--- src/rtl/rf_pkg.sv ---
package rf_pkg;
  localparam int RF_DEPTH    = 32;
  localparam int RF_WIDTH    = 32;
  localparam int RF_SHADOW   = 4;
  localparam int RF_RD_PORTS = 2;

  // Where an access at a given index lands
  typedef enum logic [1:0] {
    TGT_MAIN   = 2'd0,
    TGT_SHADOW = 2'd1,
    TGT_NONE   = 2'd2
  } rf_tgt_e;
endpackage

--- src/rtl/rf_route.sv ---
module rf_route
  import rf_pkg::*;
#(
  parameter int ADDR_W   = 5,
  parameter int SHADOW_N = 4
) (
  input  logic [ADDR_W-1:0] addr_i,
  input  logic              alt_i,
  output rf_tgt_e           tgt_o
);
  localparam logic [ADDR_W-1:0] LOW_END = ADDR_W'(SHADOW_N);

  logic is_low;
  assign is_low = (addr_i < LOW_END);

  always_comb begin
    if (!alt_i)      tgt_o = TGT_MAIN;
    else if (is_low) tgt_o = TGT_SHADOW;
    else             tgt_o = TGT_NONE;
  end
endmodule

--- src/rtl/rf_bank.sv ---
module rf_bank #(
  parameter int DEPTH  = 32,
  parameter int DATA_W = 32,
  parameter int AW     = (DEPTH > 1) ? $clog2(DEPTH) : 1
) (
  input  logic                         clk_i,
  input  logic                         rst_ni,
  input  logic                         we_i,
  input  logic [AW-1:0]                waddr_i,
  input  logic [DATA_W-1:0]            wdata_i,
  output logic [DEPTH-1:0][DATA_W-1:0] mem_o
);
  logic [DEPTH-1:0][DATA_W-1:0] mem_q;

  always_ff @(posedge clk_i or negedge rst_ni) begin
    if (!rst_ni) begin
      mem_q <= '0;
    end else if (we_i) begin
      mem_q[waddr_i] <= wdata_i;
    end
  end

  assign mem_o = mem_q;

  AST_BANK_WRITE_LANDS: assert property (@(posedge clk_i) disable iff (!rst_ni)
    we_i |=> mem_q[$past(waddr_i)] == $past(wdata_i));

  AST_BANK_IDLE_HOLD: assert property (@(posedge clk_i) disable iff (!rst_ni)
    !we_i |=> $stable(mem_q));
endmodule

--- src/rtl/rf_read_port.sv ---
module rf_read_port
  import rf_pkg::*;
#(
  parameter int DEPTH    = 32,
  parameter int DATA_W   = 32,
  parameter int SHADOW_N = 4,
  parameter int ADDR_W   = $clog2(DEPTH),
  parameter int SH_W     = (SHADOW_N > 1) ? $clog2(SHADOW_N) : 1
) (
  input  logic [ADDR_W-1:0]               addr_i,
  input  logic                            alt_i,
  input  logic [DEPTH-1:0][DATA_W-1:0]    main_i,
  input  logic [SHADOW_N-1:0][DATA_W-1:0] shadow_i,
  output logic [DATA_W-1:0]               data_o
);
  rf_tgt_e tgt;

  rf_route #(.ADDR_W(ADDR_W), .SHADOW_N(SHADOW_N)) u_route (
    .addr_i (addr_i),
    .alt_i  (alt_i),
    .tgt_o  (tgt)
  );

  always_comb begin
    unique case (tgt)
      TGT_MAIN:   data_o = main_i[addr_i];
      TGT_SHADOW: data_o = shadow_i[addr_i[SH_W-1:0]];
      default:    data_o = '0; // undefined region reads as zero
    endcase
  end
endmodule

--- src/rtl/gpr_shadow_rf.sv ---
module gpr_shadow_rf
  import rf_pkg::*;
#(
  parameter int NUM_REGS = RF_DEPTH,
  parameter int DATA_W   = RF_WIDTH,
  parameter int SHADOW_N = RF_SHADOW,
  parameter int ADDR_W   = $clog2(NUM_REGS)
) (
  input  logic              clk_i,
  input  logic              rst_ni,
  input  logic              alt_bank_i,
  input  logic [ADDR_W-1:0] rd_a_addr_i,
  output logic [DATA_W-1:0] rd_a_data_o,
  input  logic [ADDR_W-1:0] rd_b_addr_i,
  output logic [DATA_W-1:0] rd_b_data_o,
  input  logic              wr_en_i,
  input  logic [ADDR_W-1:0] wr_addr_i,
  input  logic [DATA_W-1:0] wr_data_i
);
  localparam int SH_W  = (SHADOW_N > 1) ? $clog2(SHADOW_N) : 1;
  localparam int NPORT = RF_RD_PORTS;

  logic [NUM_REGS-1:0][DATA_W-1:0] main_q;
  logic [SHADOW_N-1:0][DATA_W-1:0] shadow_q;
  rf_tgt_e wr_tgt;
  logic    main_we, shadow_we;

  rf_route #(.ADDR_W(ADDR_W), .SHADOW_N(SHADOW_N)) u_wr_route (
    .addr_i (wr_addr_i),
    .alt_i  (alt_bank_i),
    .tgt_o  (wr_tgt)
  );

  assign main_we   = wr_en_i && (wr_tgt == TGT_MAIN);
  assign shadow_we = wr_en_i && (wr_tgt == TGT_SHADOW);

  rf_bank #(.DEPTH(NUM_REGS), .DATA_W(DATA_W), .AW(ADDR_W)) u_main (
    .clk_i   (clk_i),
    .rst_ni  (rst_ni),
    .we_i    (main_we),
    .waddr_i (wr_addr_i),
    .wdata_i (wr_data_i),
    .mem_o   (main_q)
  );

  rf_bank #(.DEPTH(SHADOW_N), .DATA_W(DATA_W), .AW(SH_W)) u_shadow (
    .clk_i   (clk_i),
    .rst_ni  (rst_ni),
    .we_i    (shadow_we),
    .waddr_i (wr_addr_i[SH_W-1:0]),
    .wdata_i (wr_data_i),
    .mem_o   (shadow_q)
  );

  logic [NPORT-1:0][ADDR_W-1:0] rd_addr;
  logic [NPORT-1:0][DATA_W-1:0] rd_data;

  assign rd_addr[0] = rd_a_addr_i;
  assign rd_addr[1] = rd_b_addr_i;

  for (genvar p = 0; p < NPORT; p++) begin : g_rd
    rf_read_port #(
      .DEPTH(NUM_REGS), .DATA_W(DATA_W), .SHADOW_N(SHADOW_N),
      .ADDR_W(ADDR_W), .SH_W(SH_W)
    ) u_port (
      .addr_i   (rd_addr[p]),
      .alt_i    (alt_bank_i),
      .main_i   (main_q),
      .shadow_i (shadow_q),
      .data_o   (rd_data[p])
    );
  end

  assign rd_a_data_o = rd_data[0];
  assign rd_b_data_o = rd_data[1];

  localparam logic [ADDR_W-1:0] LOW_END = ADDR_W'(SHADOW_N);

  AST_MAIN_LOW_KEEP: assert property (@(posedge clk_i) disable iff (!rst_ni)
    alt_bank_i |=> $stable(main_q[SHADOW_N-1:0]));

  AST_MAIN_ALL_KEEP: assert property (@(posedge clk_i) disable iff (!rst_ni)
    alt_bank_i |=> $stable(main_q));

  AST_SHADOW_KEEP: assert property (@(posedge clk_i) disable iff (!rst_ni)
    !alt_bank_i |=> $stable(shadow_q));

  AST_HIGH_READ_ZERO_A: assert property (@(posedge clk_i) disable iff (!rst_ni)
    (alt_bank_i && rd_a_addr_i >= LOW_END) |-> rd_a_data_o == '0);

  AST_HIGH_READ_ZERO_B: assert property (@(posedge clk_i) disable iff (!rst_ni)
    (alt_bank_i && rd_b_addr_i >= LOW_END) |-> rd_b_data_o == '0);

  AST_SHADOW_WRITE_LANDS: assert property (@(posedge clk_i) disable iff (!rst_ni)
    (wr_en_i && alt_bank_i && wr_addr_i < LOW_END)
      |=> shadow_q[$past(wr_addr_i[SH_W-1:0])] == $past(wr_data_i));

  AST_SHADOW_READ_A: assert property (@(posedge clk_i) disable iff (!rst_ni)
    (alt_bank_i && rd_a_addr_i < LOW_END)
      |-> rd_a_data_o == shadow_q[rd_a_addr_i[SH_W-1:0]]);
endmodule

--- config.mk ---
export PLATFORM = sky130hd
export DESIGN_NAME = gpr_shadow_rf
export DESIGN_NICKNAME = d
export VERILOG_FILES = /design/src/rtl/rf_pkg.sv /design/src/rtl/rf_route.sv /design/src/rtl/rf_bank.sv /design/src/rtl/rf_read_port.sv /design/src/rtl/gpr_shadow_rf.sv
export SDC_FILE = /design/constraint.sdc
export NUM_CORES = 2
export LEC_CHECK = 0
export ABC_AREA = 1
export BUFFER_PORTS_ARGS = -buffer_cell sky130_fd_sc_hd__buf_2
export CAP_MARGIN = 15
export CORE_ASPECT_RATIO = 1.5
export CORE_MARGIN = 2
export CORE_UTILIZATION = 36
export DETAILED_ROUTE_END_ITERATION = 10
export HOLD_SLACK_MARGIN = 0.12
export PLACE_DENSITY_LB_ADDON = 0.25
export SETUP_SLACK_MARGIN = 0.4
export SLEW_MARGIN = 10
export SYNTH_ARGS = -nofsm -noshare
export SYNTH_HDL_FRONTEND = slang
export SYNTH_HIERARCHICAL = 1
export SYNTH_SLANG_ARGS = --single-unit
--- constraint.sdc ---
create_clock -name clk_i -period 1.3 [get_ports clk_i]
set_input_delay 0.195 -clock clk_i [delete_from_list [all_inputs] [get_ports clk_i]]
set_output_delay 0.195 -clock clk_i [all_outputs]
set_load 0.03 [all_outputs]
Word level (Yosys, flattened, before mapping)
Index checks and enable logic that the tools add are counted.
{"block": "totals", "reg_bits": 1152, "input_bits": 51, "output_inout_bits": 64}
{"block": "op_classes", "order_cmp": 11, "n_eq_ne": 3, "mux": 22, "reduce_logical": 7}
{"cell": "$bwmux W1024", "n": 1}
{"cell": "$bmux W32 S5", "n": 2}
{"cell": "$mux W32", "n": 6}
{"cell": "$demux W32 S5", "n": 1}
{"cell": "$bmux W32 S2", "n": 2}
{"cell": "$bwmux W128", "n": 1}
{"cell": "$pmux W32 S2", "n": 2}
{"cell": "$demux W32 S2", "n": 1}
{"cell": "$lt A5 B6 Y1 const B", "n": 3}
{"cell": "$lt A5 B3 Y1 const B", "n": 3}
{"cell": "$mux W2", "n": 6}
{"cell": "$lt A2 B3 Y1 const B", "n": 3}
{"cell": "$eq A2 B1 Y1 const B", "n": 3}
{"cell": "$logic_not A2 Y1", "n": 3}
{"cell": "$ge A5 B1 Y1 const B", "n": 1}
{"cell": "$logic_and A1 B1 Y1", "n": 4}
{"cell": "$ge A2 B1 Y1 const B", "n": 1}

Longest topological paths before layout
{"block": "depth", "ltp_word": 5, "ltp_mapped": 12}

Hierarchy
Netlist, hierarchy kept.
{"mod": "rf_bank (u_main)", "n_inst": 1, "cells_per_inst": 4518, "area_each_um2": 39412.8, "seq_area_each_um2": 25624.6}
{"mod": "rf_read_port", "n_inst": 2, "cells_per_inst": 2620, "area_each_um2": 11732.5, "seq_area_each_um2": 0.0}
{"mod": "rf_bank (u_shadow)", "n_inst": 1, "cells_per_inst": 569, "area_each_um2": 5188.7, "seq_area_each_um2": 3203.1}
{"mod": "rf_route", "n_inst": 3, "cells_per_inst": 6, "area_each_um2": 26.3, "seq_area_each_um2": 0.0}
{"mod": "gpr_shadow_rf", "n_inst": 1, "cells_per_inst": 5, "area_each_um2": 18.8, "seq_area_each_um2": 0.0}

Least setup slack after synthesis
OpenSTA, ideal clock, no wires.
{"block": "synth_path", "path_type": "input -> register", "start": "input wr_addr_i[3]", "end": "register u_main.mem_q (netlist bit u_main/mem_o[134])", "setup_time_ps": 66, "arrival_ps": 1650, "required_time_ps": 1234, "slack_ps": -416, "path_stages": 11, "path_cell_list": "nor2_2 > a21oi_1 > inv_1 > nand2_1 > nor2_1 > nand2_1 > nor2_2 > buf_2 > clkbuf_1 > nand3_1 > nand2_1"}
{"block": "synth_via", "elab_chain_len": 5, "elab_cells_between_ends": 11}
{"item": "from (decl)", "line_no": "gpr_shadow_rf.sv:17", "text": "input logic [ADDR_W-1:0] wr_addr_i,"}
{"item": "$lt A5 B3 Y1", "line_no": "rf_route.sv:14", "text": "assign is_low = (addr_i < LOW_END);"}
{"item": "$mux W2", "line_no": "rf_route.sv:18", "text": "else if (is_low) tgt_o = TGT_SHADOW;"}
{"item": "$mux W2", "line_no": "rf_route.sv:17", "text": "if (!alt_i) tgt_o = TGT_MAIN;"}
{"item": "via wr_tgt[1]", "line_no": "gpr_shadow_rf.sv:25", "text": "rf_tgt_e wr_tgt;"}
{"item": "$logic_not A2 Y1", "line_no": "gpr_shadow_rf.sv:34", "text": "assign main_we = wr_en_i && (wr_tgt == TGT_MAIN);"}
{"item": "$logic_and A1 B1 Y1", "line_no": "gpr_shadow_rf.sv:34"}
{"item": "via main_we", "line_no": "gpr_shadow_rf.sv:26", "text": "logic main_we, shadow_we;"}
{"item": "to (signal, indexed assignment)", "line_no": "rf_bank.sv:19", "text": "mem_q[waddr_i] <= wdata_i;"}
{"item": "to (decl)", "line_no": "rf_bank.sv:13", "text": "logic [DEPTH-1:0][DATA_W-1:0] mem_q;"}
The timed path passes the listed nets, and every way through them passes these cells.
A chain may end at the register's enable or synchronous reset.

Worst setup path after layout
{"block": "layout_path", "start": "register u_main.mem_q (netlist bit u_main/mem_o[431])", "end": "output rd_a_data_o[15]"}
{"block": "layout_via", "elab_chain_len": 3}
{"item": "$bmux W32 S5", "line_no": "rf_read_port.sv:26", "text": "TGT_MAIN: data_o = main_i[addr_i];"}
{"item": "$mux W32 (not written as such)", "line_no": "rf_read_port.sv:26"}
{"item": "$pmux W32 S2", "line_no": "rf_read_port.sv:25", "text": "unique case (tgt)"}
{"item": "to (decl)", "line_no": "gpr_shadow_rf.sv:13", "text": "output logic [DATA_W-1:0] rd_a_data_o,"}
No other way between the ends. The select of a mux whose other input is x is not followed.

==> summary.log <==
qor: synthesis.synth_async_sr_flop_share 100%
qor: die.dieHeight 537 um
qor: clock_tree.tritoncts yes
qor: global_routing.number_of_antenna_violations_at_the_first_check_in_global_routing 4
qor: placement.placement.setup.worst_slack -1.28 ns
qor: route.firstDrtPassIters 9
qor: synthesis.synth.yosys.seq_area_share 42.3%
qor: sta.timing.final.hold_violations 0
qor: global_routing.groute.usage.overall 35.3%
qor: route.wire_per_inst 26.1 um
qor: sta.fin_hold_ws 0.0930 ns
qor: cells_and_area.design_area 91300 sq um
qor: clock_tree.cts_htree_levels 3
qor: die.core-area 188000 sq um
qor: global_routing.maximum_number_of_pins_on_one_net_before_global_route_repair 84
qor: cells_and_area.fillCellCount 18138
qor: die.num_rows 195
qor: synthesis.synth_nets 10401
qor: synthesis.synth.yosys.warnings 6
qor: route.drt-total-wl 351 mm
qor: clock_tree.cts_inserted_buffers 119
qor: placement.detailed_place_hpwl 222 mm
qor: pwr.power_density 1210 nW/um^2
qor: global_routing.grt_first_pass_wirelength 507 mm
qor: placement.postPlaceCellArea 78600 sq um
qor: clock_tree.ctsRootBufferMaster sky130_fd_sc_hd__clkbuf_16
qor: cells_and_area.areaGrowthSynthToFinish 33.9%
qor: synthesis.netlist_instances 10350
qor: synthesis.synthesis.area_per_instance 6.59 sq um
qor: sta.final_count_of_pins_violating_max_slew 0
qor: clock_tree.tritoncts_num_sinks 1152
qor: sta.post-route-period-util 192%
qor: outcome.failed_checks negative setup slack
qor: synthesis.synth_enable_flop_cells 0
qor: setup_path.setup.worst_path.end_class output port
qor: clock_tree.clk_latency 0.76 ns
qor: global_routing.globalRouteOverflowTotal 0
qor: sta.max-slew-margin-rel 34.3%
qor: synthesis.yosys.area.top_type_share 42.3%
qor: job.cap_viol_max_count 0
qor: cells_and_area.final_layout_size_suffix_gt1_share 21.5%
qor: die.io_pins 115
qor: setup_path.worst-endpoint-arrival 2.30 ns
qor: route.detail_route.vias_per_cell 5.83
qor: die.die_width 359 um
qor: synthesis.synth.largest_area_cell sky130_fd_sc_hd__dfrtp_1
qor: sta.maxClockFrequency 0.401 GHz
qor: placement.port-buffer-count 114
qor: synthesis.synthesis.area 68200 sq um
qor: sta.finalWorstSetupSlack -1.19 ns
qor: route.detailroute.via_count 78297
qor: global_routing.via_count_of_the_first_global_routing_pass 74413
qor: clock_tree.clkTransAtPathRegs 0.07 ns
qor: setup_path.cp_data_required_time 1.11 ns
qor: route.final_antenna_net_count 0
qor: synthesis.synth_area_leaders sky130_fd_sc_hd__dfrtp_1, sky130_fd_sc_hd__nand2_1, sky130_fd_sc_hd__nand3_1
qor: sta.final.min_clock_period 2.49 ns
qor: sta.rsz0062_at_grt true
qor: sta.worst_slew_pin_slew 0.982 ns
qor: min_path.hold_path.class in2async
qor: placement.place.gp.congestion 0.975
qor: setup_path.worst_setup_path_start_kind flip-flop
qor: die.die-area 193000 sq um
qor: sta.report.final.setup_viol 191
qor: clock_tree.max-clock-path-buffers 3
qor: route.initial_drt_markers 10407
qor: setup_path.worst-path-max-fanout 3
qor: pwr.power 0.111 W
qor: pwr.power.leakage 45.7 nW
qor: cells_and_area.final_net_count 10929
qor: outcome.status complete, but fails checks
qor: setup_path.crit_type reg2out
qor: sta.clock_skew 0 ns
qor: synthesis.netlist-cell-type-count 22
qor: pwr.power.ir.vdd_worst 1200 uV
qor: die.initial_core_util 36.2%
qor: route.drc 0
qor: synthesis.synth-seq-cells 1152
qor: synthesis.yosys_most_used_dff sky130_fd_sc_hd__dfrtp_1
==> kinds of logic after synthesis <==
group / synth area share, %
AND/OR/NAND/NOR: 48.9
flip-flops: 42.3
buffers and inverters: 7.21
AO/OA/AOI/OAI: 1.55
==> Yosys cell counts (24+ instances only) <==
cell / n
sky130_fd_sc_hd__nand2_1: 5676
sky130_fd_sc_hd__nand3_1: 2158
sky130_fd_sc_hd__dfrtp_1: 1152
sky130_fd_sc_hd__buf_2: 380
sky130_fd_sc_hd__clkbuf_1: 304
sky130_fd_sc_hd__nor2_1: 164
sky130_fd_sc_hd__o21ai_0: 114
sky130_fd_sc_hd__buf_6: 106
sky130_fd_sc_hd__nand4_1: 96
sky130_fd_sc_hd__o22ai_1: 64
sky130_fd_sc_hd__buf_4: 57
sky130_fd_sc_hd__buf_1: 24
==> critical path: stages (launching register included) <==
cell and delay (ns):
sky130_fd_sc_hd__dfrtp_1 0.41, sky130_fd_sc_hd__nand2_1 0.08, sky130_fd_sc_hd__nand3_1 0.09, sky130_fd_sc_hd__nand3_1 0.10, sky130_fd_sc_hd__nand2_1 0.08, sky130_fd_sc_hd__nand2_2 0.13, sky130_fd_sc_hd__nand3_2 0.16, sky130_fd_sc_hd__nand3_2 0.12
sky130_fd_sc_hd__buf_6 0.14, sky130_fd_sc_hd__nand2_4 0.06, sky130_fd_sc_hd__buf_6 0.14
==> through the flow <==
stage          util, %  setup TNS (ns)  cells
5_1_grt           48.5          -91.79  13439
2_1_floorplan        -         -134.42  10350
3_3_place_gp      41.8         -783.41  12982
4_1_cts           47.2         -330.74  13339
6_report          48.5          -78.69  13440
3_5_place_dp      41.8         -819.90  12982
==> report_power, final <==
| group | switching, W | internal [W] |
|---|---|---|
| sequential | 0.00433 | 0.0408 |
| combinational | 0.0168 | 0.0107 |
| clock | 0.0163 | 0.0217 |
==> worst paths after layout <==
check / start / endpoint / slack [ns] / cells past startpoint
worst min-delay path: rst_ni / u_main/mem_o[605]$_DFFE_PN0P_ / 0.09 / 8
worst max-delay path: u_main/mem_o[431]$_DFFE_PN0P_ / rd_a_data_o[15] / -1.19 / 10
max in group asynchronous: rst_ni / u_shadow/mem_o[5]$_DFFE_PN0P_ / -0.20 / 7
worst max register to register: u_main/mem_o[893]$_DFFE_PN0P_ / u_main/mem_o[893]$_DFFE_PN0P_ / 0.32 / 5
min in group clk_i: wr_addr_i[0] / u_shadow/mem_o[99]$_DFFE_PN0P_ / 0.11 / 4
worst min register to register: u_shadow/mem_o[75]$_DFFE_PN0P_ / u_shadow/mem_o[75]$_DFFE_PN0P_ / 0.49 / 2
==> layout by cell type (no fill, tap or decap), types with 122 or more instances in the layout <==
cell type,count
sky130_fd_sc_hd__clkbuf_16,123
sky130_fd_sc_hd__dfrtp_1,1148
sky130_fd_sc_hd__nand2_2,256
sky130_fd_sc_hd__buf_6,122
sky130_fd_sc_hd__nand3_2,347
sky130_fd_sc_hd__nand2_1,5262
sky130_fd_sc_hd__nor2_1,130
sky130_fd_sc_hd__buf_12,338
sky130_fd_sc_hd__nand2_4,146
sky130_fd_sc_hd__buf_4,684
sky130_fd_sc_hd__nand3_1,1708
==> layout make-up <==
type                            instances  area [sq um]  area share [%]
Antenna cell                            2          5.00         0.00548
Clock buffer                          164          3380            3.70
Clock inverter                         55           782           0.857
Inverter                               28           195           0.214
Multi-Input combinational cell       8296         39700            43.5
Sequential cell                      1152         28800            31.6
Tap cell                             2462          3080            3.38
Timing Repair Buffer                 1279         15300            16.8
Timing Repair inverter                  2          32.5          0.0356
==> state kept, by name, indices dropped and copies added, names as in the netlist <==
name and flops:
u_main/mem_o 1024, u_shadow/mem_o 128
==> routing by layer <==
metal,track usage (%),part of all wire [%],vias up
met5,0,0.013,-
met4,34.6,12,2
met3,6.56,10,1540
met2,54.5,44,5374
met1,40.8,34,37219
li1,-,-,34162
==> what timing repair did <==
action	CTS	global route
pin swaps	314	350
resized for setup	954	397
buffers inserted	67	95
setup endpoints to repair	1216	2089
endpoints found under the hold margin	2304	279
hold buffers	40	2
gates cloned	31	2
Power figures use the tool's default switching activity.
